**src/rtl/can_bt_pkg.sv**
```systemverilog
package can_bt_pkg;

    localparam int unsigned MAX_BRP = 32;
    localparam int unsigned MAX_SEG = 8;
    localparam int unsigned MAX_SJW = 4;

    localparam int unsigned BRP_W = $clog2(MAX_BRP + 1);
    localparam int unsigned SEG_W = $clog2(MAX_SEG + 1);
    localparam int unsigned SJW_W = $clog2(MAX_SJW + 1);
    localparam int unsigned LEN_W = $clog2(MAX_SEG + MAX_SJW + 1);
    localparam int unsigned POS_W = $clog2(2 * MAX_SEG + MAX_SJW + 2);

    typedef enum logic [1:0] {
        SEG_SYNC = 2'd0,
        SEG_PROP = 2'd1,
        SEG_PH1  = 2'd2,
        SEG_PH2  = 2'd3
    } seg_e;

    typedef struct packed {
        logic [SEG_W-1:0] prop;
        logic [SEG_W-1:0] ph1;
        logic [SEG_W-1:0] ph2;
        logic [SJW_W-1:0] sjw;
    } seg_cfg_t;

    typedef struct packed {
        logic strobe;
        logic bit_val;
        logic start;
        logic sync;
    } bt_out_t;

    // smaller of a positive phase error and the jump width
    function automatic logic [SJW_W-1:0] clip_jump(input logic [POS_W-1:0] err,
                                                   input logic [SJW_W-1:0] sjw);
        return (err < POS_W'(sjw)) ? SJW_W'(err) : sjw;
    endfunction

endpackage

```
**src/rtl/can_bt_prescaler.sv**
```systemverilog
module can_bt_prescaler
    import can_bt_pkg::*;
(
    input  logic             clk,
    input  logic             rst,
    input  logic             half_sel,
    input  logic [BRP_W-1:0] brp,
    output logic             tq_tick
);

    logic [BRP_W-1:0] cnt_q;
    logic             half_tgl_q;
    logic             base_en;

    assign base_en = !half_sel || half_tgl_q;

    always_comb begin
        tq_tick = base_en && (cnt_q == (brp - BRP_W'(1)));
    end

    always_ff @(posedge clk) begin
        if (rst) begin
            cnt_q      <= '0;
            half_tgl_q <= 1'b0;
        end else begin
            half_tgl_q <= ~half_tgl_q;
            if (base_en) begin
                cnt_q <= tq_tick ? '0 : cnt_q + BRP_W'(1);
            end
        end
    end

    AST_CNT_BELOW_BRP: assert property (@(posedge clk) disable iff (rst)
        cnt_q < brp);

    AST_HALF_GAP: assert property (@(posedge clk) disable iff (rst)
        (half_sel && tq_tick) |=> !tq_tick);

endmodule

```
**src/rtl/can_bt_rxsync.sv**
```systemverilog
module can_bt_rxsync #(
    parameter int unsigned STAGES = 2
) (
    input  logic clk,
    input  logic rst,
    input  logic rx_in,
    output logic rx_out
);

    logic [STAGES-1:0] chain_q;

    always_ff @(posedge clk) begin
        if (rst) begin
            chain_q <= '1;
        end else begin
            chain_q <= {chain_q[STAGES-2:0], rx_in};
        end
    end

    assign rx_out = chain_q[STAGES-1];

endmodule

```
**src/rtl/can_bt_seq.sv**
```systemverilog
module can_bt_seq
    import can_bt_pkg::*;
(
    input  logic     clk,
    input  logic     rst,
    input  logic     tq_tick,
    input  logic     rx_lvl,
    input  logic     hard_en,
    input  seg_cfg_t cfg,
    output bt_out_t  out_q
);

    seg_e             seg_q, seg_n;
    logic [LEN_W-1:0] idx_q, idx_n;
    logic [LEN_W-1:0] ph1_len_q, ph1_len_n;
    logic [LEN_W-1:0] ph2_len_q, ph2_len_n;
    logic             last_bit_q, last_bit_n;
    logic             synced_q, synced_n;
    bt_out_t          out_n;

    logic             edge_ok;
    logic             restart;
    logic [POS_W-1:0] pos;
    logic [SJW_W-1:0] ext;
    logic [LEN_W-1:0] mag;
    logic [LEN_W-1:0] prop_l, ph1_cfg, ph2_cfg, sjw_l;

    assign prop_l  = LEN_W'(cfg.prop);
    assign ph1_cfg = LEN_W'(cfg.ph1);
    assign ph2_cfg = LEN_W'(cfg.ph2);
    assign sjw_l   = LEN_W'(cfg.sjw);

    // quantum position inside the bit, Sync_Seg quantum = 0
    always_comb begin
        case (seg_q)
            SEG_PROP: pos = POS_W'(idx_q) + POS_W'(1);
            SEG_PH1:  pos = POS_W'(idx_q) + POS_W'(cfg.prop) + POS_W'(1);
            default:  pos = '0;
        endcase
    end

    assign ext     = clip_jump(pos, cfg.sjw);
    assign mag     = ph2_len_q - idx_q;
    assign edge_ok = tq_tick && !synced_q && last_bit_q && !rx_lvl;

    always_comb begin
        seg_n         = seg_q;
        idx_n         = idx_q;
        ph1_len_n     = ph1_len_q;
        ph2_len_n     = ph2_len_q;
        last_bit_n    = last_bit_q;
        synced_n      = synced_q;
        out_n         = '0;
        out_n.bit_val = out_q.bit_val;
        restart       = 1'b0;

        if (edge_ok) begin
            synced_n   = 1'b1;
            out_n.sync = 1'b1;
            if (hard_en) begin
                restart = 1'b1;
            end else begin
                case (seg_q)
                    SEG_PROP, SEG_PH1: ph1_len_n = ph1_len_q + LEN_W'(ext);
                    SEG_PH2: begin
                        if (mag <= sjw_l) restart = 1'b1;
                        else              ph2_len_n = ph2_len_q - sjw_l;
                    end
                    default: ;
                endcase
            end
        end

        if (tq_tick) begin
            if (restart) begin
                seg_n       = SEG_PROP;
                idx_n       = '0;
                ph1_len_n   = ph1_cfg;
                ph2_len_n   = ph2_cfg;
                out_n.start = 1'b1;
            end else begin
                case (seg_q)
                    SEG_SYNC: begin
                        out_n.start = 1'b1;
                        seg_n       = SEG_PROP;
                        idx_n       = '0;
                        ph1_len_n   = ph1_cfg;
                        ph2_len_n   = ph2_cfg;
                    end
                    SEG_PROP: begin
                        if (idx_q == prop_l - LEN_W'(1)) begin
                            seg_n = SEG_PH1;
                            idx_n = '0;
                        end else begin
                            idx_n = idx_q + LEN_W'(1);
                        end
                    end
                    SEG_PH1: begin
                        if (idx_q == ph1_len_n - LEN_W'(1)) begin
                            out_n.strobe  = 1'b1;
                            out_n.bit_val = rx_lvl;
                            last_bit_n    = rx_lvl;
                            synced_n      = 1'b0;
                            seg_n         = SEG_PH2;
                            idx_n         = '0;
                        end else begin
                            idx_n = idx_q + LEN_W'(1);
                        end
                    end
                    default: begin
                        if (idx_q == ph2_len_n - LEN_W'(1)) begin
                            seg_n = SEG_SYNC;
                            idx_n = '0;
                        end else begin
                            idx_n = idx_q + LEN_W'(1);
                        end
                    end
                endcase
            end
        end
    end

    always_ff @(posedge clk) begin
        if (rst) begin
            seg_q         <= SEG_SYNC;
            idx_q         <= '0;
            ph1_len_q     <= ph1_cfg;
            ph2_len_q     <= ph2_cfg;
            last_bit_q    <= 1'b1;
            synced_q      <= 1'b0;
            out_q         <= '0;
            out_q.bit_val <= 1'b1;
        end else begin
            seg_q      <= seg_n;
            idx_q      <= idx_n;
            ph1_len_q  <= ph1_len_n;
            ph2_len_q  <= ph2_len_n;
            last_bit_q <= last_bit_n;
            synced_q   <= synced_n;
            out_q      <= out_n;
        end
    end

    AST_SYNC_AFTER_RECESSIVE: assert property (@(posedge clk) disable iff (rst)
        out_q.sync |-> last_bit_q);

    AST_PH1_GROW_LIMIT: assert property (@(posedge clk) disable iff (rst)
        (int'(ph1_len_q) >= int'(cfg.ph1)) &&
        (int'(ph1_len_q) <= int'(cfg.ph1) + int'(cfg.sjw)));

    AST_PH2_CUT_LIMIT: assert property (@(posedge clk) disable iff (rst)
        (int'(ph2_len_q) <= int'(cfg.ph2)) &&
        (int'(ph2_len_q) + int'(cfg.sjw) >= int'(cfg.ph2)));

    AST_ONE_SYNC: assert property (@(posedge clk) disable iff (rst)
        out_q.sync |=> !out_q.sync);

    AST_STROBE_EXCL: assert property (@(posedge clk) disable iff (rst)
        !(out_q.strobe && out_q.start));

endmodule

```
**src/rtl/can_bt_sync.sv**
```systemverilog
module can_bt_sync
    import can_bt_pkg::*;
#(
    parameter int unsigned RX_STAGES = 2
) (
    input  logic             clk,
    input  logic             rst,
    input  logic             rx_raw,
    input  logic             half_clk_sel,
    input  logic [BRP_W-1:0] cfg_prescale,
    input  logic [SEG_W-1:0] cfg_prop,
    input  logic [SEG_W-1:0] cfg_phase1,
    input  logic [SEG_W-1:0] cfg_phase2,
    input  logic [SJW_W-1:0] cfg_jump,
    input  logic             hard_sync_en,
    output logic             sample_strobe,
    output logic             sample_bit,
    output logic             bit_start,
    output logic             sync_event
);

    logic     tq_tick;
    logic     rx_lvl;
    seg_cfg_t seg_cfg;
    bt_out_t  bt_out;

    assign seg_cfg.prop = cfg_prop;
    assign seg_cfg.ph1  = cfg_phase1;
    assign seg_cfg.ph2  = cfg_phase2;
    assign seg_cfg.sjw  = cfg_jump;

    can_bt_prescaler u_presc (
        .clk      (clk),
        .rst      (rst),
        .half_sel (half_clk_sel),
        .brp      (cfg_prescale),
        .tq_tick  (tq_tick)
    );

    can_bt_rxsync #(.STAGES(RX_STAGES)) u_rxsync (
        .clk    (clk),
        .rst    (rst),
        .rx_in  (rx_raw),
        .rx_out (rx_lvl)
    );

    can_bt_seq u_seq (
        .clk     (clk),
        .rst     (rst),
        .tq_tick (tq_tick),
        .rx_lvl  (rx_lvl),
        .hard_en (hard_sync_en),
        .cfg     (seg_cfg),
        .out_q   (bt_out)
    );

    assign sample_strobe = bt_out.strobe;
    assign sample_bit    = bt_out.bit_val;
    assign bit_start     = bt_out.start;
    assign sync_event    = bt_out.sync;

endmodule

```
**config.mk**
```make
export PLATFORM = sky130hd
export DESIGN_NAME = can_bt_sync
export DESIGN_NICKNAME = d
export VERILOG_FILES = /design/src/rtl/can_bt_pkg.sv /design/src/rtl/can_bt_prescaler.sv /design/src/rtl/can_bt_rxsync.sv /design/src/rtl/can_bt_seq.sv /design/src/rtl/can_bt_sync.sv
export SDC_FILE = /design/constraint.sdc
export NUM_CORES = 1
export LEC_CHECK = 0
export BUFFER_PORTS_ARGS = -buffer_cell sky130_fd_sc_hd__buf_2
export CAP_MARGIN = 20
export CELL_PAD_IN_SITES_DETAIL_PLACEMENT = 0
export CELL_PAD_IN_SITES_GLOBAL_PLACEMENT = 2
export CORE_UTILIZATION = 32
export DETAILED_ROUTE_END_ITERATION = 12
export MAX_ROUTING_LAYER = met4
export PLACE_DENSITY = 0.76
export SLEW_MARGIN = 30
export SYNTH_ARGS = -nofsm -noshare
export SYNTH_HDL_FRONTEND = slang
export SYNTH_SLANG_ARGS = --single-unit
```
**constraint.sdc**
```tcl
create_clock -name clk -period 5.3 [get_ports clk]
set_input_delay 0.265 -clock clk [delete_from_list [all_inputs] [get_ports clk]]
set_output_delay 0.265 -clock clk [all_outputs]
set_load 0.01 [all_outputs]
```
# [After elaboration in Yosys (flattened, before gate mapping)]
# Cells that the tools add are included.
[totals] word_cells=95 ff_bits=28 out_inout_bits=4 input_bits=26
[op_classes] bitwise_logic=4 muxes=41 n_addsub=12 n_eq_ne=9 n_reduce_logical=15 magnitude_cmp=2
[ops] cell="$mux 4" n=19
[ops] cell="$eq 4x4->1" n=3
[ops] cell="$mux 1" n=12
[ops] cell="$pmux 4 s3" n=1
[ops] cell="$sub 4x1->4 const B" n=3
[ops] cell="$mux 2" n=5
[ops] cell="$pmux 5 s2" n=1
[ops] cell="$reduce_and 4->1" n=2
[ops] cell="$add 6x1->6 const B" n=1
[ops] cell="$eq 6x6->1" n=1
[ops] cell="$mux 6" n=1
[ops] cell="$ne 3x1->1 const B" n=2
[ops] cell="$pmux 2 s3" n=1
[ops] cell="$sub 6x1->6 const B" n=1
[ops] cell="$add 4x1->5 const B" n=1
[ops] cell="$add 4x4->5" n=1
[ops] cell="$add 5x1->5 const B" n=1
[ops] cell="$lt 5x3->1" n=1
[ops] cell="$reduce_bool 5->1" n=1
[ops] cell="$add 4x1->4 const B" n=1
[ops] cell="$add 4x3->4" n=1
[ops] cell="$eq 2x2->1 const B" n=2
[ops] cell="$le 4x3->1" n=1
[ops] cell="$logic_and 1x1->1" n=4
[ops] cell="10 further kinds" n=16

# [Logic depth before layout (Yosys ltp)]
[logic_depth] word_depth=15 depth_mapped=23 mapped_depth_nobuf=22

# [Cells and area by module]
# From an unflattened synthesis, not the netlist that was laid out.
[hier_totals] hier_cells=305 hier_area_um2=2598.7
[modules_own_cells] mod="can_bt_seq" cells_each=249 seq_area_each_um2=380.4 area_per_inst_um2=2060.7 n_inst=1
[modules_own_cells] mod="can_bt_prescaler" cells_each=52 seq_area_each_um2=140.1 area_per_inst_um2=485.5 n_inst=1
[modules_own_cells] mod="can_bt_rxsync" cells_each=4 seq_area_each_um2=40.0 area_per_inst_um2=52.6 n_inst=1

# [Worst setup path before layout]
# OpenSTA, ideal clock, no wires.
[synth_timing] path_type="reg2reg" from="register u_seq.idx_q[0]" to="register u_seq.seg_q[1]" path_buffers=1 required_time_ns=5.214 path_stages_with_launch=22 synth_period_minus_slack_ns=5.191 setup_ns=0.086 path_slack_ns=0.109 t_arrival_ns=5.105 cell_sequence="dfxtp_1 > clkbuf_1 > inv_1 > ha_1 > fa_1 > o21ai_0 > and2_1 > ha_1 > a21o_1 > a221o_1 > o21ai_0 > ha_1 > inv_1 > fa_1 > xnor2_1 > nor3b_1 > xnor2_1 > mux2i_1 > xnor2_1 > o41a_1 > or4b_1 > a211oi_1"
[synth_via] elab_chain_cells=13 word_cells_on_any_way=30 classes_between="add/sub: 7; order compare: 2; eq/ne: 5; mux: 14; reduce/logical: 2"
[synth_lines] element="start, declared" line="can_bt_seq.sv:14" text="logic [LEN_W-1:0] idx_q, idx_n;"
[synth_lines] element="start signal, assigned" line="can_bt_seq.sv:135" text="idx_q <= idx_n;"
[synth_lines] element="$add 4x4->5" line="can_bt_seq.sv:37" text="SEG_PH1: pos = POS_W'(idx_q) + POS_W'(cfg.prop) + POS_W'(1);"
[synth_lines] element="$add 5x1->5" line="can_bt_seq.sv:37"
[synth_lines] element="$pmux 5 s2" line="can_bt_seq.sv:35" text="case (seg_q)"
[synth_lines] element="$lt 5x3->1" line="can_bt_pkg.sv:37" text="return (err < POS_W'(sjw)) ? SJW_W'(err) : sjw;"
[synth_lines] element="$mux 3" line="can_bt_pkg.sv:37"
[synth_lines] element="$add 4x3->4" line="can_bt_seq.sv:64" text="SEG_PROP, SEG_PH1: ph1_len_n = ph1_len_q + LEN_W'(ext);"
[synth_lines] element="$mux 4" line="can_bt_seq.sv:63" text="case (seg_q)"
[synth_lines] element="$mux 4" line="can_bt_seq.sv:60" text="if (hard_en) begin"
[synth_lines] element="$mux 4" line="can_bt_seq.sv:57" text="if (edge_ok) begin"
[synth_lines] element="$sub 4x1->4" line="can_bt_seq.sv:99" text="if (idx_q == ph1_len_n - LEN_W'(1)) begin"
[synth_lines] element="$eq 4x4->1" line="can_bt_seq.sv:99"
[synth_lines] element="$ne 3x1->1 (no line)"
[synth_lines] element="$reduce_and 4->1 (no line)"
[synth_lines] element="end signal, assigned" line="can_bt_seq.sv:134" text="seg_q <= seg_n;"
[synth_lines] element="end, declared" line="can_bt_seq.sv:13" text="seg_e seg_q, seg_n;"
# Parallel ways exist; a longest one is shown, timed or not.
# A chain may end at the register's enable or synchronous reset.

# [Worst setup path after layout]
# Same ends and word-level chain as after synthesis.

==> flow_summary.json <==
{
  "die_area_sq_um": 8210,
  "yosys-top-cells-area": "dfxtp_1 22%, ha_1 14%, xnor2_1 7.7%",
  "slew_headroom_pct": 47.0,
  "grt_pass1_vias": 2104,
  "syn_avg_cell_area_sq_um": 8.35,
  "worst_slew_pin_slew_ns": 0.775,
  "cp-end-kind": "flip-flop",
  "power_density_nw_per_um2": 194,
  "die_h_microns": 90.6,
  "ys_warn_count": 0,
  "synth_fp_nets": 360,
  "clkLatencyLatePin_ns": 0.28,
  "die_w_microns": 90.6,
  "synth_top_area_share_pct": 22.3,
  "cts_made_buffers": 3,
  "start_kind": "flip-flop",
  "overflow": 0,
  "total_power_uw": 563,
  "worstPathMaxFanout": 4,
  "rsz0062_at_grt": "false",
  "drc": 0,
  "slew_violations": 0,
  "status": "completed",
  "setup_viol": 0,
  "synth-main-ff-cell": "dfxtp_1",
  "synth_seq_area_share_pct": 22.3,
  "io_pins": 30,
  "slowest_stage": "or4b_1",
  "area_growth_pct": 15.5,
  "post_dp_cell_area_sq_um": 2820,
  "ys_ff_latch": 28,
  "drive_above_1_share_pct": 17.0,
  "wirelength_mm": 6.12,
  "via_per_inst": 4.96,
  "core_area_sq_um": 7410,
  "yosysMostFrequentCell": "ha_1",
  "drv_cap": 0,
  "grt_pass1_wl_mm": 10.4,
  "synth_common_cells": "29 x ha_1, 28 x dfxtp_1, 28 x nor2_1",
  "io_buffers": 29,
  "antenna_left": 0,
  "slowest_delay_ns": 0.53,
  "stdcell_area_sq_um": 2900,
  "place_congestion": 0.864,
  "path_class": "reg2reg",
  "vdd.ir_drop.worst_mv": 0.114,
  "hold_class": "in2reg",
  "grt_max_degree": 17,
  "hold_slack_ns": 0.153,
  "dp_hpwl_mm": 5.01,
  "firstDrtPassIters": 4,
  "period_share_pct": 94.1,
  "tns_ns": 0,
  "yosys.area.top_type": "dfxtp_1",
  "groute.usage.overall_pct": 16.4,
  "fin_worst_skew_ns": 0.00465,
  "cts_tree": "built",
  "crit_family": "adder cells",
  "syn_area_sq_um": 2510,
  "num_antenna_cells": 0,
  "synthCells": 301,
  "clkTransAtPathRegs_ns": 0.11,
  "vias": 2156,
  "synth_edf_count": 0,
  "clock.fmax_mhz": 201,
  "clock-root-buffer": "clkbuf_8",
  "regArea_sq_um": 562,
  "antenna_found_initial": 0,
  "arrival_ns": 5.20,
  "async_flop_share_pct": 0,
  "start_util_pct": 33.9,
  "clk_path_buf_depth": 2,
  "rows": 31,
  "timing.final.crit_period_ns": 4.99,
  "cp_cell_sequence": "inv_1 -> ha_1 -> fa_1 -> xor2_1 -> o22ai_1 -> and2_1 -> ha_1 -> a221o_1 -> o21ai_1 -> ha_1 -> inv_1 -> fa_1 -> xnor2_1 -> nor3b_1 -> xnor2_1 -> mux2i_1 -> xnor2_1 -> o41a_1 -> or4b_1 -> a211oi_1",
  "cp.buffers_inverters": 2,
  "h-tree-depth": 1,
  "multi_input_area_sq_um": 1850,
  "yosys.cell_types.count": 52,
  "p_leak_uw": 0.00129,
  "drtIter0Drc": 107,
  "avgRoutedWirePerCell_microns": 14.1,
  "required_ns": 5.51,
  "hold_violations": 0,
  "final_nets": 396,
  "fillers": 798,
  "clkSinkCount": 28
}
==> sequential cells by signal, indices dropped and copies added, names as in the netlist <==
name	flops
u_presc.cnt_q	6
u_seq.seg_q	2
u_seq.ph1_len_q	4
u_seq.last_bit_q	1
u_seq.ph2_len_q	4
u_seq.synced_q	1
u_seq.out_q	3
u_rxsync.chain_q	2
u_seq.idx_q	4
u_presc.half_tgl_q	1
==> cell usage in the layout (no fill, tap or decap), types with 13 or more instances in the layout <==
| cell type | netlist | final |
|---|---|---|
| nor2_1 | 28 | 28 |
| nand2_1 | 25 | 25 |
| o21ai_0 | 15 | 14 |
| xor2_1 | 13 | 13 |
| inv_1 | 21 | 21 |
| xnor2_1 | 22 | 22 |
| ha_1 | 29 | 29 |
| buf_2 | 2 | 29 |
| dfxtp_1 | 28 | 27 |
==> worst paths after layout <==
check	slack, ns	depth (start not counted)	end	from
max	0.31	20	u_seq.seg_q[1]	u_seq.idx_q[0]
min	0.15	2	u_rxsync.chain_q[0]	rx_raw
max reg2reg	0.31	20	u_seq.seg_q[1]	u_seq.idx_q[0]
min reg2reg	0.42	1	u_rxsync.chain_q[1]	u_rxsync.chain_q[0]
==> kinds of logic (layout without fill, tap and decap cells) <==
logic type	Yosys count	count (layout)	share of synthesized area (%)
simple gates	104	104	21.1
compound gates	62	62	17.7
xor+xnor	35	35	12.2
fa+ha+maj	33	33	17.6
flops	28	28	22.3
buf+inv	28	63	4.28
mux	11	11	4.78
==> metal layers <==
metal	vias to the layer above	GRT usage, %	wire length, microns	part of all wire [%]
met5	-	-	0	0
met4	0	5.78	88	1.4
met3	9	2.10	183	3.0
met2	35	24.4	2660	43
met1	985	22.7	3190	52
li1	1127	-	-	-
==> area by class of cell <==
class                   count  share of cell area (%)
clock inverters             1                    1.03
repair buffers             38                    7.33
well taps                  99                    4.27
flip-flops and latches     28                    19.4
multi-input cells         245                    63.9
inverters                  21                    2.72
clock buffers               3                    1.42
==> where the power goes <==
group	switching, uW	leakage (uW)	internal (uW)
Combinational	85.1	0.00103	69.5
Sequential	10.2	0.000230	220
Clock	76.7	0.0000357	101
Total	172	0.00129	391
==> repair_timing <==
action / 4_1_cts / 5_1_grt
hold endpoints to repair: 0 / 0
hold buffers: 0 / 0
setup buffers: 0 / 0
gates resized for setup: 0 / 4
setup endpoints to repair: 0 / 2
==> stage by stage <==
| step | instances | util (%) | setup WS, ns |
|---|---|---|---|
| 3_5_place_dp | 431 | 38.1 | 0.266 |
| 6_report | 435 | 39.2 | 0.315 |
| 3_3_place_gp | 431 | 38.1 | 0.325 |
| 2_1_floorplan | 301 | - | 0.109 |
| 5_1_grt | 435 | 39.2 | 0.00634 |
| 4_1_cts | 435 | 39.0 | 0.231 |
Power figures use the tool's default switching activity.
